**src/rtl/tkf_pkg.sv**
```systemverilog
package tkf_pkg;
    typedef enum logic [2:0] {
        ST_OFF   = 3'd0,
        ST_CAL   = 3'd1,
        ST_IDLE  = 3'd2,
        ST_TOUCH = 3'd3,
        ST_FAULT = 3'd4
    } key_state_e;

    localparam int CAL_LOG2 = 3;   // eight samples per calibration
    localparam int RUN_NUM  = 3;
    localparam int RUN_DET  = 0;
    localparam int RUN_REL  = 1;
    localparam int RUN_RISE = 2;
endpackage

```
**src/rtl/tkf_run_len.sv**
```systemverilog
module tkf_run_len #(
    parameter int LEN_W = 4
) (
    input  logic             clk,
    input  logic             rst_n,
    input  logic             clr,
    input  logic             step,
    input  logic             qual,
    input  logic [LEN_W-1:0] len,
    output logic             done
);
    logic [LEN_W-1:0] run_q;

    // run_q counts earlier qualifying samples, so equality marks sample len+1
    assign done = step && qual && (run_q == len);

    always_ff @(posedge clk or negedge rst_n) begin
        if (!rst_n) begin
            run_q <= '0;
        end else if (clr || (step && (!qual || done))) begin
            run_q <= '0;
        end else if (step) begin
            run_q <= run_q + LEN_W'(1);
        end
    end
endmodule

```
**src/rtl/tkf_ref_track.sv**
```systemverilog
module tkf_ref_track #(
    parameter int CNT_W    = 12,
    parameter int DIV_W    = 8,
    parameter int CAL_LOG2 = 3
) (
    input  logic             clk,
    input  logic             rst_n,
    input  logic             cal_start,
    input  logic             cal_step,
    input  logic             drift_step,
    input  logic             drift_clr,
    input  logic [CNT_W-1:0] cnt,
    input  logic [DIV_W-1:0] up_div,
    input  logic [DIV_W-1:0] dn_div,
    output logic [CNT_W-1:0] ref_lvl,
    output logic             cal_done
);
    localparam int CAL_N = 1 << CAL_LOG2;
    localparam int ACC_W = CNT_W + CAL_LOG2;

    logic [ACC_W-1:0]    acc_q;
    logic [ACC_W-1:0]    acc_sum;
    logic [CAL_LOG2-1:0] idx_q;
    logic [DIV_W-1:0]    up_run_q;
    logic [DIV_W-1:0]    dn_run_q;
    logic                up_hit;
    logic                dn_hit;

    assign acc_sum  = acc_q + ACC_W'(cnt);
    assign cal_done = cal_step && (idx_q == CAL_LOG2'(CAL_N - 1));
    assign up_hit   = (up_div != '0) && ((up_run_q + DIV_W'(1)) == up_div);
    assign dn_hit   = (dn_div != '0) && ((dn_run_q + DIV_W'(1)) == dn_div);

    always_ff @(posedge clk or negedge rst_n) begin
        if (!rst_n) begin
            ref_lvl  <= '0;
            acc_q    <= '0;
            idx_q    <= '0;
            up_run_q <= '0;
            dn_run_q <= '0;
        end else if (cal_start) begin
            acc_q    <= '0;
            idx_q    <= '0;
            up_run_q <= '0;
            dn_run_q <= '0;
        end else if (cal_step) begin
            if (cal_done) begin
                ref_lvl <= acc_sum[ACC_W-1:CAL_LOG2];
                acc_q   <= '0;
                idx_q   <= '0;
            end else begin
                acc_q <= acc_sum;
                idx_q <= idx_q + CAL_LOG2'(1);
            end
        end else if (drift_clr) begin
            up_run_q <= '0;
            dn_run_q <= '0;
        end else if (drift_step) begin
            if (cnt > ref_lvl) begin
                dn_run_q <= '0;
                if (up_div == '0) begin
                    up_run_q <= '0;
                end else if (up_hit) begin
                    ref_lvl  <= ref_lvl + CNT_W'(1);
                    up_run_q <= '0;
                end else begin
                    up_run_q <= up_run_q + DIV_W'(1);
                end
            end else if (cnt < ref_lvl) begin
                up_run_q <= '0;
                if (dn_div == '0) begin
                    dn_run_q <= '0;
                end else if (dn_hit) begin
                    ref_lvl  <= ref_lvl - CNT_W'(1);
                    dn_run_q <= '0;
                end else begin
                    dn_run_q <= dn_run_q + DIV_W'(1);
                end
            end else begin
                up_run_q <= '0;
                dn_run_q <= '0;
            end
        end
    end
endmodule

```
**src/rtl/tkf_on_timer.sv**
```systemverilog
module tkf_on_timer #(
    parameter int TMO_W = 16
) (
    input  logic             clk,
    input  logic             rst_n,
    input  logic             clr,
    input  logic             step,
    input  logic [TMO_W-1:0] limit,
    output logic             expire
);
    logic [TMO_W-1:0] on_q;

    assign expire = step && (limit != '0) && ((on_q + TMO_W'(1)) == limit);

    always_ff @(posedge clk or negedge rst_n) begin
        if (!rst_n) begin
            on_q <= '0;
        end else if (clr) begin
            on_q <= '0;
        end else if (step && !expire) begin
            on_q <= on_q + TMO_W'(1);
        end
    end
endmodule

```
**src/rtl/touch_key_filter.sv**
```systemverilog
module touch_key_filter
    import tkf_pkg::*;
#(
    parameter int CNT_W = 12,
    parameter int THR_W = 8,
    parameter int RUN_W = 4,
    parameter int DIV_W = 8,
    parameter int TMO_W = 16
) (
    input  logic             clk,
    input  logic             rst_n,
    input  logic             key_en,
    input  logic             recal_req,
    input  logic             sample_vld,
    input  logic [CNT_W-1:0] sample_cnt,
    input  logic [THR_W-1:0] det_thr,
    input  logic [THR_W-1:0] rel_thr,
    input  logic [THR_W-1:0] rise_thr,
    input  logic [RUN_W-1:0] det_len,
    input  logic [RUN_W-1:0] rel_len,
    input  logic [RUN_W-1:0] rise_len,
    input  logic [DIV_W-1:0] drift_up_div,
    input  logic [DIV_W-1:0] drift_dn_div,
    input  logic [TMO_W-1:0] max_on,
    input  logic [CNT_W-1:0] cnt_min,
    input  logic [CNT_W-1:0] cnt_max,
    output logic             touched,
    output logic             cal_busy,
    output logic [2:0]       err_flags,
    output logic             change_pulse
);
    localparam int SIG_W = CNT_W + 1;
    localparam int PAD_W = SIG_W - THR_W;

    key_state_e state_q, state_d;
    logic [1:0] flt_q, flt_d;       // {too low, too high}
    logic       pulse_d;

    logic [CNT_W-1:0]        ref_lvl;
    logic signed [SIG_W-1:0] sig_dn, sig_up;
    logic signed [SIG_W-1:0] det_x, rel_x, rise_x;
    logic cnt_hi, cnt_lo, cnt_bad, smp_ok, smp_good;
    logic det_q, rel_q, rise_q;
    logic cal_done, cal_start, tmo_expire;

    logic [RUN_NUM-1:0] run_step, run_qual, run_done;
    logic [RUN_W-1:0]   run_len [RUN_NUM];
    logic               run_clr;

    // signal arithmetic
    assign sig_dn = $signed({1'b0, ref_lvl}) - $signed({1'b0, sample_cnt});
    assign sig_up = $signed({1'b0, sample_cnt}) - $signed({1'b0, ref_lvl});
    assign det_x  = $signed({{PAD_W{1'b0}}, det_thr});
    assign rel_x  = $signed({{PAD_W{1'b0}}, rel_thr});
    assign rise_x = $signed({{PAD_W{1'b0}}, rise_thr});

    assign cnt_hi   = sample_cnt > cnt_max;
    assign cnt_lo   = sample_cnt < cnt_min;
    assign cnt_bad  = cnt_hi || cnt_lo;
    assign smp_ok   = sample_vld && key_en && !recal_req;
    assign smp_good = smp_ok && !cnt_bad;

    assign det_q  = sig_dn > det_x;
    assign rel_q  = sig_dn <= rel_x;
    assign rise_q = sig_up > rise_x;

    // consecutive-sample filters
    assign run_step[RUN_DET]  = smp_good && (state_q == ST_IDLE);
    assign run_step[RUN_REL]  = smp_good && (state_q == ST_TOUCH);
    assign run_step[RUN_RISE] = smp_good && (state_q == ST_IDLE);
    assign run_qual[RUN_DET]  = det_q;
    assign run_qual[RUN_REL]  = rel_q;
    assign run_qual[RUN_RISE] = rise_q;
    assign run_len[RUN_DET]   = det_len;
    assign run_len[RUN_REL]   = rel_len;
    assign run_len[RUN_RISE]  = rise_len;
    assign run_clr = (state_d != state_q) || recal_req;

    for (genvar g = 0; g < RUN_NUM; g++) begin : g_run
        tkf_run_len #(.LEN_W(RUN_W)) u_run (
            .clk  (clk),
            .rst_n(rst_n),
            .clr  (run_clr),
            .step (run_step[g]),
            .qual (run_qual[g]),
            .len  (run_len[g]),
            .done (run_done[g])
        );
    end

    assign cal_start = (state_d == ST_CAL) && ((state_q != ST_CAL) || recal_req);

    tkf_ref_track #(.CNT_W(CNT_W), .DIV_W(DIV_W), .CAL_LOG2(CAL_LOG2)) u_ref (
        .clk       (clk),
        .rst_n     (rst_n),
        .cal_start (cal_start),
        .cal_step  (smp_good && (state_q == ST_CAL)),
        .drift_step(smp_good && (state_q == ST_IDLE) && !det_q),
        .drift_clr (smp_good && (state_q == ST_IDLE) && det_q),
        .cnt       (sample_cnt),
        .up_div    (drift_up_div),
        .dn_div    (drift_dn_div),
        .ref_lvl   (ref_lvl),
        .cal_done  (cal_done)
    );

    tkf_on_timer #(.TMO_W(TMO_W)) u_tmo (
        .clk   (clk),
        .rst_n (rst_n),
        .clr   (state_q != ST_TOUCH),
        .step  (smp_good && (state_q == ST_TOUCH) && !run_done[RUN_REL]),
        .limit (max_on),
        .expire(tmo_expire)
    );

    // next-state decision
    always_comb begin
        state_d = state_q;
        if (!key_en) begin
            state_d = ST_OFF;
        end else if (recal_req) begin
            state_d = ST_CAL;
        end else begin
            unique case (state_q)
                ST_OFF: state_d = ST_CAL;
                ST_CAL: begin
                    if (smp_ok && cnt_bad)  state_d = ST_FAULT;
                    else if (cal_done)      state_d = ST_IDLE;
                end
                ST_IDLE: begin
                    if (smp_ok && cnt_bad)       state_d = ST_FAULT;
                    else if (run_done[RUN_DET])  state_d = ST_TOUCH;
                    else if (run_done[RUN_RISE]) state_d = ST_CAL;
                end
                ST_TOUCH: begin
                    if (smp_ok && cnt_bad)      state_d = ST_FAULT;
                    else if (run_done[RUN_REL]) state_d = ST_IDLE;
                    else if (tmo_expire)        state_d = ST_CAL;
                end
                ST_FAULT: state_d = ST_FAULT;
                default:  state_d = ST_OFF;
            endcase
        end
    end

    always_comb begin
        if (state_d != ST_FAULT)     flt_d = 2'b00;
        else if (state_q == ST_FAULT) flt_d = flt_q;
        else                          flt_d = {cnt_lo, cnt_hi};
    end

    assign pulse_d = key_en && (((state_d == ST_TOUCH) != (state_q == ST_TOUCH)) ||
                                ((state_q == ST_CAL) && (state_d == ST_IDLE)) ||
                                ((state_d == ST_FAULT) && (state_q != ST_FAULT)));

    // state register
    always_ff @(posedge clk or negedge rst_n) begin
        if (!rst_n) begin
            state_q <= ST_OFF;
            flt_q   <= 2'b00;
        end else begin
            state_q <= state_d;
            flt_q   <= flt_d;
        end
    end

    // output register
    always_ff @(posedge clk or negedge rst_n) begin
        if (!rst_n) begin
            touched      <= 1'b0;
            cal_busy     <= 1'b0;
            err_flags    <= 3'b000;
            change_pulse <= 1'b0;
        end else begin
            touched      <= (state_d == ST_TOUCH);
            cal_busy     <= (state_d == ST_CAL);
            err_flags    <= {flt_d[1], flt_d[0], state_d == ST_CAL};
            change_pulse <= pulse_d;
        end
    end
endmodule

```
**config.mk**
```make
export PLATFORM = sky130hd
export DESIGN_NAME = touch_key_filter
export DESIGN_NICKNAME = d
export VERILOG_FILES = /design/src/rtl/tkf_pkg.sv /design/src/rtl/tkf_run_len.sv /design/src/rtl/tkf_ref_track.sv /design/src/rtl/tkf_on_timer.sv /design/src/rtl/touch_key_filter.sv
export SDC_FILE = /design/constraint.sdc
export NUM_CORES = 1
export LEC_CHECK = 0
export ABC_AREA = 1
export BUFFER_PORTS_ARGS = -buffer_cell sky130_fd_sc_hd__buf_2
export CORE_UTILIZATION = 40
export DETAILED_ROUTE_END_ITERATION = 7
export REMOVE_ABC_BUFFERS = 1
export SETUP_SLACK_MARGIN = 0.1
export SYNTH_ARGS = -nofsm -noshare
export SYNTH_HDL_FRONTEND = slang
export SYNTH_HIERARCHICAL = 1
export SYNTH_SLANG_ARGS = --single-unit
export TNS_END_PERCENT = 50
```
**constraint.sdc**
```tcl
create_clock -name clk -period 7.8 [get_ports clk]
set_clock_uncertainty 0.05 [all_clocks]
set_input_delay 0.39 -clock clk [delete_from_list [all_inputs] [get_ports clk]]
set_output_delay 0.39 -clock clk [all_outputs]
set_load 0.03 [all_outputs]
```
After elaboration in Yosys (flattened, before gate mapping)
Index checks and enable logic that the tools add are counted.

Register bits: 85. Input bits: 109. Output and inout port bits: 6. Logic and storage cells: 177.

Add/subtract/negate cells: 12. Magnitude comparators: 7. Equality and inequality tests: 27. Muxes and demuxes: 52. Bitwise gates (word level): 1. Reductions and logical operators: 63.

Operator list (number): 12-bit 2-to-1 mux (10); 8-bit 2-to-1 mux (15); 15-bit 2-to-1 mux (3); 3-bit 2-to-1 mux (13); 16-bit 2-to-1 mux (2); 1-bit logical AND (28); 13-bit by 9-bit > comparator with 1-bit output (2); 12-bit by 12-bit subtractor with 13-bit output (2); 12-bit > comparator (2); 12-bit less-than comparator (2); 4-bit 2-to-1 mux (6); 16-bit by 1-bit adder with 16-bit output, second input constant (1); 8-bit by 1-bit adder with 8-bit output, second input constant (2); 16-bit equality test (1); 8-bit equality test (2); 8-bit logical NOT (2); 16-bit nonzero test (1); 8-bit nonzero test (2); 15-bit by 12-bit adder with 15-bit output (1); 3-bit one-hot mux with 5 select lines (1); 13-bit by 9-bit less-or-equal comparator with 1-bit output (1); 12-bit by 1-bit adder with 12-bit output, second input constant (1); 4-bit by 1-bit adder with 4-bit output, second input constant (3); 3-bit by 2-bit equality test with 1-bit output, second input constant (4); 21 further kinds (55).

Depth between registers and ports, before layout
Word-level depth: 22. Gate-level depth with buffers: 48. Depth with buffers taken out: 44.

By module
Netlist, hierarchy kept.

Modules (own cells, without submodules): tkf_ref_track (instances 1, cells an instance 619, area an instance 4087.7 um2, sequential area each 1151.1 um2); touch_key_filter (instances 1, cells an instance 474, area an instance 3118.0 um2, sequential area each 200.2 um2); tkf_on_timer (instances 1, cells an instance 267, area an instance 1630.3 um2, sequential area each 400.4 um2); tkf_run_len (instances 3, cells an instance 44, area an instance 295.3 um2, sequential area each 100.1 um2).

Worst setup path before layout
OpenSTA, ideal clock, no wires.

Path kind: register -> register. Start point: reg u_ref.ref_lvl[0]. End point: reg u_ref.ref_lvl[0]. Library setup time: 117 ps. Arrival time: 5378 ps. Data required time: 7633 ps. Setup slack: 2255 ps. Cell stages (with the launch flop): 45. Path through: dfrtp_1 > inv_1 > ha_1 > inv_1 > fa_1 > xor2_1 > ha_1 > a21oi_1 > o21ai_0 > a21o_1 > a21oi_1 > o211ai_1 > nand2_1 > nand2_1 > inv_1 > o21ai_1 > nor2_2 > nand2_2 > (+9 left out) > nand3_4 > buf_2 > inv_1 > inv_1 > o21ai_1 > o211ai_2 > nand2_2 > a21oi_4 > nor2_2 > o21a_1 > nor2_4 > inv_1 > nor3_1 > a21boi_0 > nand3_2 > buf_2 > nand3_1 > nand2_1.

Cells in the longest elaborated chain, start to end: 18. Elaborated cells on any way between the ends: 50.

RTL lines: from (decl) (RTL line tkf_ref_track.sv:15) `output logic [CNT_W-1:0] ref_lvl,`; from (signal assigned) (RTL line tkf_ref_track.sv:48) `ref_lvl <= acc_sum[ACC_W-1:CAL_LOG2];`; from (signal assigned) (RTL line tkf_ref_track.sv:64) `ref_lvl <= ref_lvl + CNT_W'(1);`; from (signal assigned) (RTL line tkf_ref_track.sv:74) `ref_lvl <= ref_lvl - CNT_W'(1);`; 12-bit by 12-bit subtractor with 13-bit output (RTL line touch_key_filter.sv:51) `assign sig_dn = $signed({1'b0, ref_lvl}) - $signed({1'b0, sample_cnt});`; 13-bit by 9-bit less-or-equal comparator with 1-bit output (RTL line touch_key_filter.sv:64) `assign rel_q = sig_dn <= rel_x;`; via rel_q (RTL line touch_key_filter.sv:43) `logic det_q, rel_q, rise_q;`; 1-bit logical AND (2 in a row) (RTL line tkf_run_len.sv:15) `assign done = step && qual && (run_q == len);`; via run_done[1] (RTL line touch_key_filter.sv:46) `logic [RUN_NUM-1:0] run_step, run_qual, run_done;`; 1-bit logical NOT (RTL line touch_key_filter.sv:111) `.step (smp_good && (state_q == ST_TOUCH) && !run_done[RUN_REL]),`; 1-bit logical AND (RTL line touch_key_filter.sv:111); 1-bit logical AND (2 in a row) (RTL line tkf_on_timer.sv:13) `assign expire = step && (limit != '0) && ((on_q + TMO_W'(1)) == limit);`; via tmo_expire (RTL line touch_key_filter.sv:44) `logic cal_done, cal_start, tmo_expire;`; (+4 left out); 3-bit 2-to-1 mux (RTL line touch_key_filter.sv:121) `end else if (recal_req) begin`; 3-bit 2-to-1 mux (RTL line touch_key_filter.sv:119) `if (!key_en) begin`; via state_d[1] (RTL line touch_key_filter.sv:35) `key_state_e state_q, state_d;`; 3-bit by 1-bit equality test with 1-bit output (RTL line touch_key_filter.sv:91) `assign cal_start = (state_d == ST_CAL) && ((state_q != ST_CAL) || recal_req);`; 1-bit logical AND (RTL line touch_key_filter.sv:91); via cal_start (RTL line touch_key_filter.sv:44); 1-bit NOT (no line); 9-bit AND reduction (no line).

The timed path passes the listed nets, and every way through them passes these cells. The select of a mux whose other input is x is not followed. A chain may end at the register's enable or synchronous reset.

Final worst setup path
Start point: reg u_ref.ref_lvl[0]. End point: reg u_ref.ref_lvl[4].

Same word-level chain as after synthesis.

==> results.tsv <==
metric	value	unit
DRC viols	0	
yosys warns	6	
Placer Congestion	0.8985	
synthesized area	9722	sq um
status	completed	
Seq/Total Area, Yosys	0.2111	
Power Density	104.6	nW/um^2
hold path cells	3	
hpwl dp	21.71	mm
CP max FO	18	
IO buf count	114	
Critical Path AT	7060	ps
R2R Path End	u_ref/ref_lvl[4]$_DFFE_PN0P_	
Worst Hold End	change_pulse$_DFF_PN0_	
Sink Count	82	
CP max-delay cell	dfrtp_1	
reg-to-reg critical path startpoint	u_ref/ref_lvl[0]$_DFFE_PN0P_	
switching part of the total	0.2991	
die area	24930	sq um
routed length per instance	13.75	microns
post-route cell area	10920	sq um
Logic pwr share	0.229	
fin nets	1828	
FF-to-FF setup slack	970	ps
clk buf depth	2	
crit path capture type	register	
CTS H-tree lvls	3	
Tmin final	6828	ps
Vias	9586	
drt first pass iters	5	
Post-synth EDFFs	0	
leak pwr	6.067	nW
pin count of the biggest net entering global routing	66	
antenna fix cells	0	
Die Wd	157.9	microns
DRT Wirelength	26.48	mm
vias per inst	4.977	
Global Route Usage Sum	0.2203	
antenna-violating nets left	0	
asr flop ratio synth	1.000	
row count	56	
first-pass GRT wire length	43.32	mm
vias in the first global route	8923	
Fillers	2526	
root buffer cell	clkbuf_16	
Largest stage delay, worst path	480	ps
max_cap viols	0	
die height	157.9	microns
Placed Area	10600	sq um
hold_sp	key_en	
type of the worst setup path	register to register	
GR Overflow Total	0	
maximum VDD drop	0.00007545	V
CTS clock-pin slew for the worst setup and hold paths	60	ps
DR iter-0 viols	530	
Final Setup Violations	0	
CTS resizes	0	
worst min-delay path class	input port to register	
CTS Buf Count	9	
Slew Viols, Final	0	
setup TNS	0	ps
layout cells sized above 1	0.1369	
Reg2Reg Depth	43	
internal cell power	0.8006	mW
Post-synth top flop	dfrtp_1	
RSZ-0062 raised after global routing	false	
Synth-to-Final Area Change	12.37	%
post-synthesis register bit count	82	
worst endpoint required time	8030	ps
NetSw	0.3417	mW
clock share of power	0.395	
Starting Density	0.4105	
Seq pwr share	0.376	
CTS tree	done	
relative max-transition margin	0.3641	
critical path launch point type	register	
Max Clk Rate	146.4	MHz
pin slew with the least headroom to its limit	952.8	ps
Final period util	0.8754	
Final Hold Fails	0	
I/O pin cnt	115	
most frequent CP cell	inv_1	
Final Util	0.4613	
initial antenna violation count	0	
Avg Synthesized Cell Area	6.516	sq um
Synth cell types	59	
core box area	23680	sq um
Synth Instances	1492	
clk_lat worst skew	340	ps
-- layout by cell type, fill, tap and decap left out, types with 19 or more instances in the layout --
cell type	synthesis	layout
xor2_1	30	30
nand2_2	24	24
nor2_1	101	101
o21ai_0	54	54
a21oi_1	68	68
ha_1	113	113
nand4_1	47	47
nand3_1	140	140
buf_2	4	113
dfrtp_1	82	82
nor2_2	19	19
inv_1	261	261
nand2_1	394	394
-- layout make-up --
type,instances,area (sq um),share of cell area
sequential,82,2052,0.1878
multi-input combinational,1118,6521,0.5970
inverter,271,1017,0.09312
clock buffer,13,270.3,0.02474
timing repair buffer,120,620.6,0.05681
clock inverter,3,43.79,0.004009
tap,319,399.1,0.03654
-- layer usage --
metal  vias to the layer above  global-route usage  share of wire
met5                         -                   0              0
met4                         0             0.05086          0.015
met3                        24             0.03422          0.042
met2                       190              0.3661           0.46
met1                      4330              0.2981           0.49
li1                       5042                   -              -
-- flip-flops by register name, indices dropped and copies added, names as in the netlist, 3 cells and up --
name,count
u_tmo/on_q,16
u_ref/acc_q,15
g_run.u_run/run_q,12
u_ref/ref_lvl,12
u_ref/dn_run_q,8
u_ref/up_run_q,8
err_flags,3
state_q,3
u_ref/idx_q,3
-- kinds of logic (layout without fill, tap and decap cells) --
| kind of cell | after synthesis | after routing | share of synthesized area |
|---|---|---|---|
| simple gates | 770 | 770 | 0.3598 |
| buf+inv | 292 | 407 | 0.1187 |
| compound gates | 190 | 190 | 0.1160 |
| fa+ha+maj | 117 | 117 | 0.1537 |
| flops | 82 | 82 | 0.2111 |
| xor+xnor | 41 | 41 | 0.04080 |
-- worst max-delay path by stage --
stage,end,startpoint,depth (start not counted),slack (ps)
final,u_ref/ref_lvl[4]$_DFFE_PN0P_,u_ref/ref_lvl[0]$_DFFE_PN0P_,43,970
after detailed placement,u_ref/ref_lvl[11]$_DFFE_PN0P_,u_ref/ref_lvl[0]$_DFFE_PN0P_,43,970
after global routing,u_ref/ref_lvl[4]$_DFFE_PN0P_,u_ref/ref_lvl[0]$_DFFE_PN0P_,43,160
after floorplan,u_ref/dn_run_q[0]$_DFFE_PN0P_,u_ref/ref_lvl[0]$_DFFE_PN0P_,39,1350
after global placement,u_ref/ref_lvl[11]$_DFFE_PN0P_,sample_cnt[1],42,1180
after CTS,u_ref/ref_lvl[11]$_DFFE_PN0P_,u_ref/ref_lvl[0]$_DFFE_PN0P_,43,930
-- what timing repair did --
item,4_1_cts,5_1_grt
hold buffers,1,0
setup buffers,0,0
hold endpoints to repair,17,0
-- critical path: cells and delay by family (launching register included) --
kind            cells  cell delay (ps)
buf+inv             8              820
simple gates       20             2720
xor+xnor            1              270
compound gates     11             1450
fa+ha+maj           3              950
flops               1              480
-- through the flow --
step	power (mW)	setup slack [ps]	cells	hold slack (ps)
CTS	1.154	929.3	1926	254.6
floorplan	0.6019	1354	1471	44.41
finish	1.142	971.7	1926	261.0
global placement	0.6959	1182	1909	245.6
detailed placement	0.6990	966.6	1909	249.6
global route	1.210	161.4	1926	259.9
-- cell usage after synthesis (9+ instances only) --
cell	count	area, sq um
nand2_1	394	1479
inv_1	261	979.7
nand3_1	140	700.7
ha_1	113	1414
nor2_1	101	379.1
dfrtp_1	82	2052
a21oi_1	68	340.3
o21ai_0	54	270.3
nand4_1	47	294.0
xor2_1	30	262.8
nand2_2	24	150.1
nor2_2	19	118.9
nor3_1	13	65.06
o21ai_1	13	65.06
a21o_1	9	67.56
-- power groups by stage --
stage	combinational [mW]	sequential (mW)	clock, mW
finish	0.261	0.430	0.451
global route	0.301	0.430	0.479
CTS	0.263	0.429	0.462
detailed placement	0.262	0.437	0
global placement	0.258	0.437	0
floorplan	0.163	0.439	0
(Power assumes the default switching activity.)
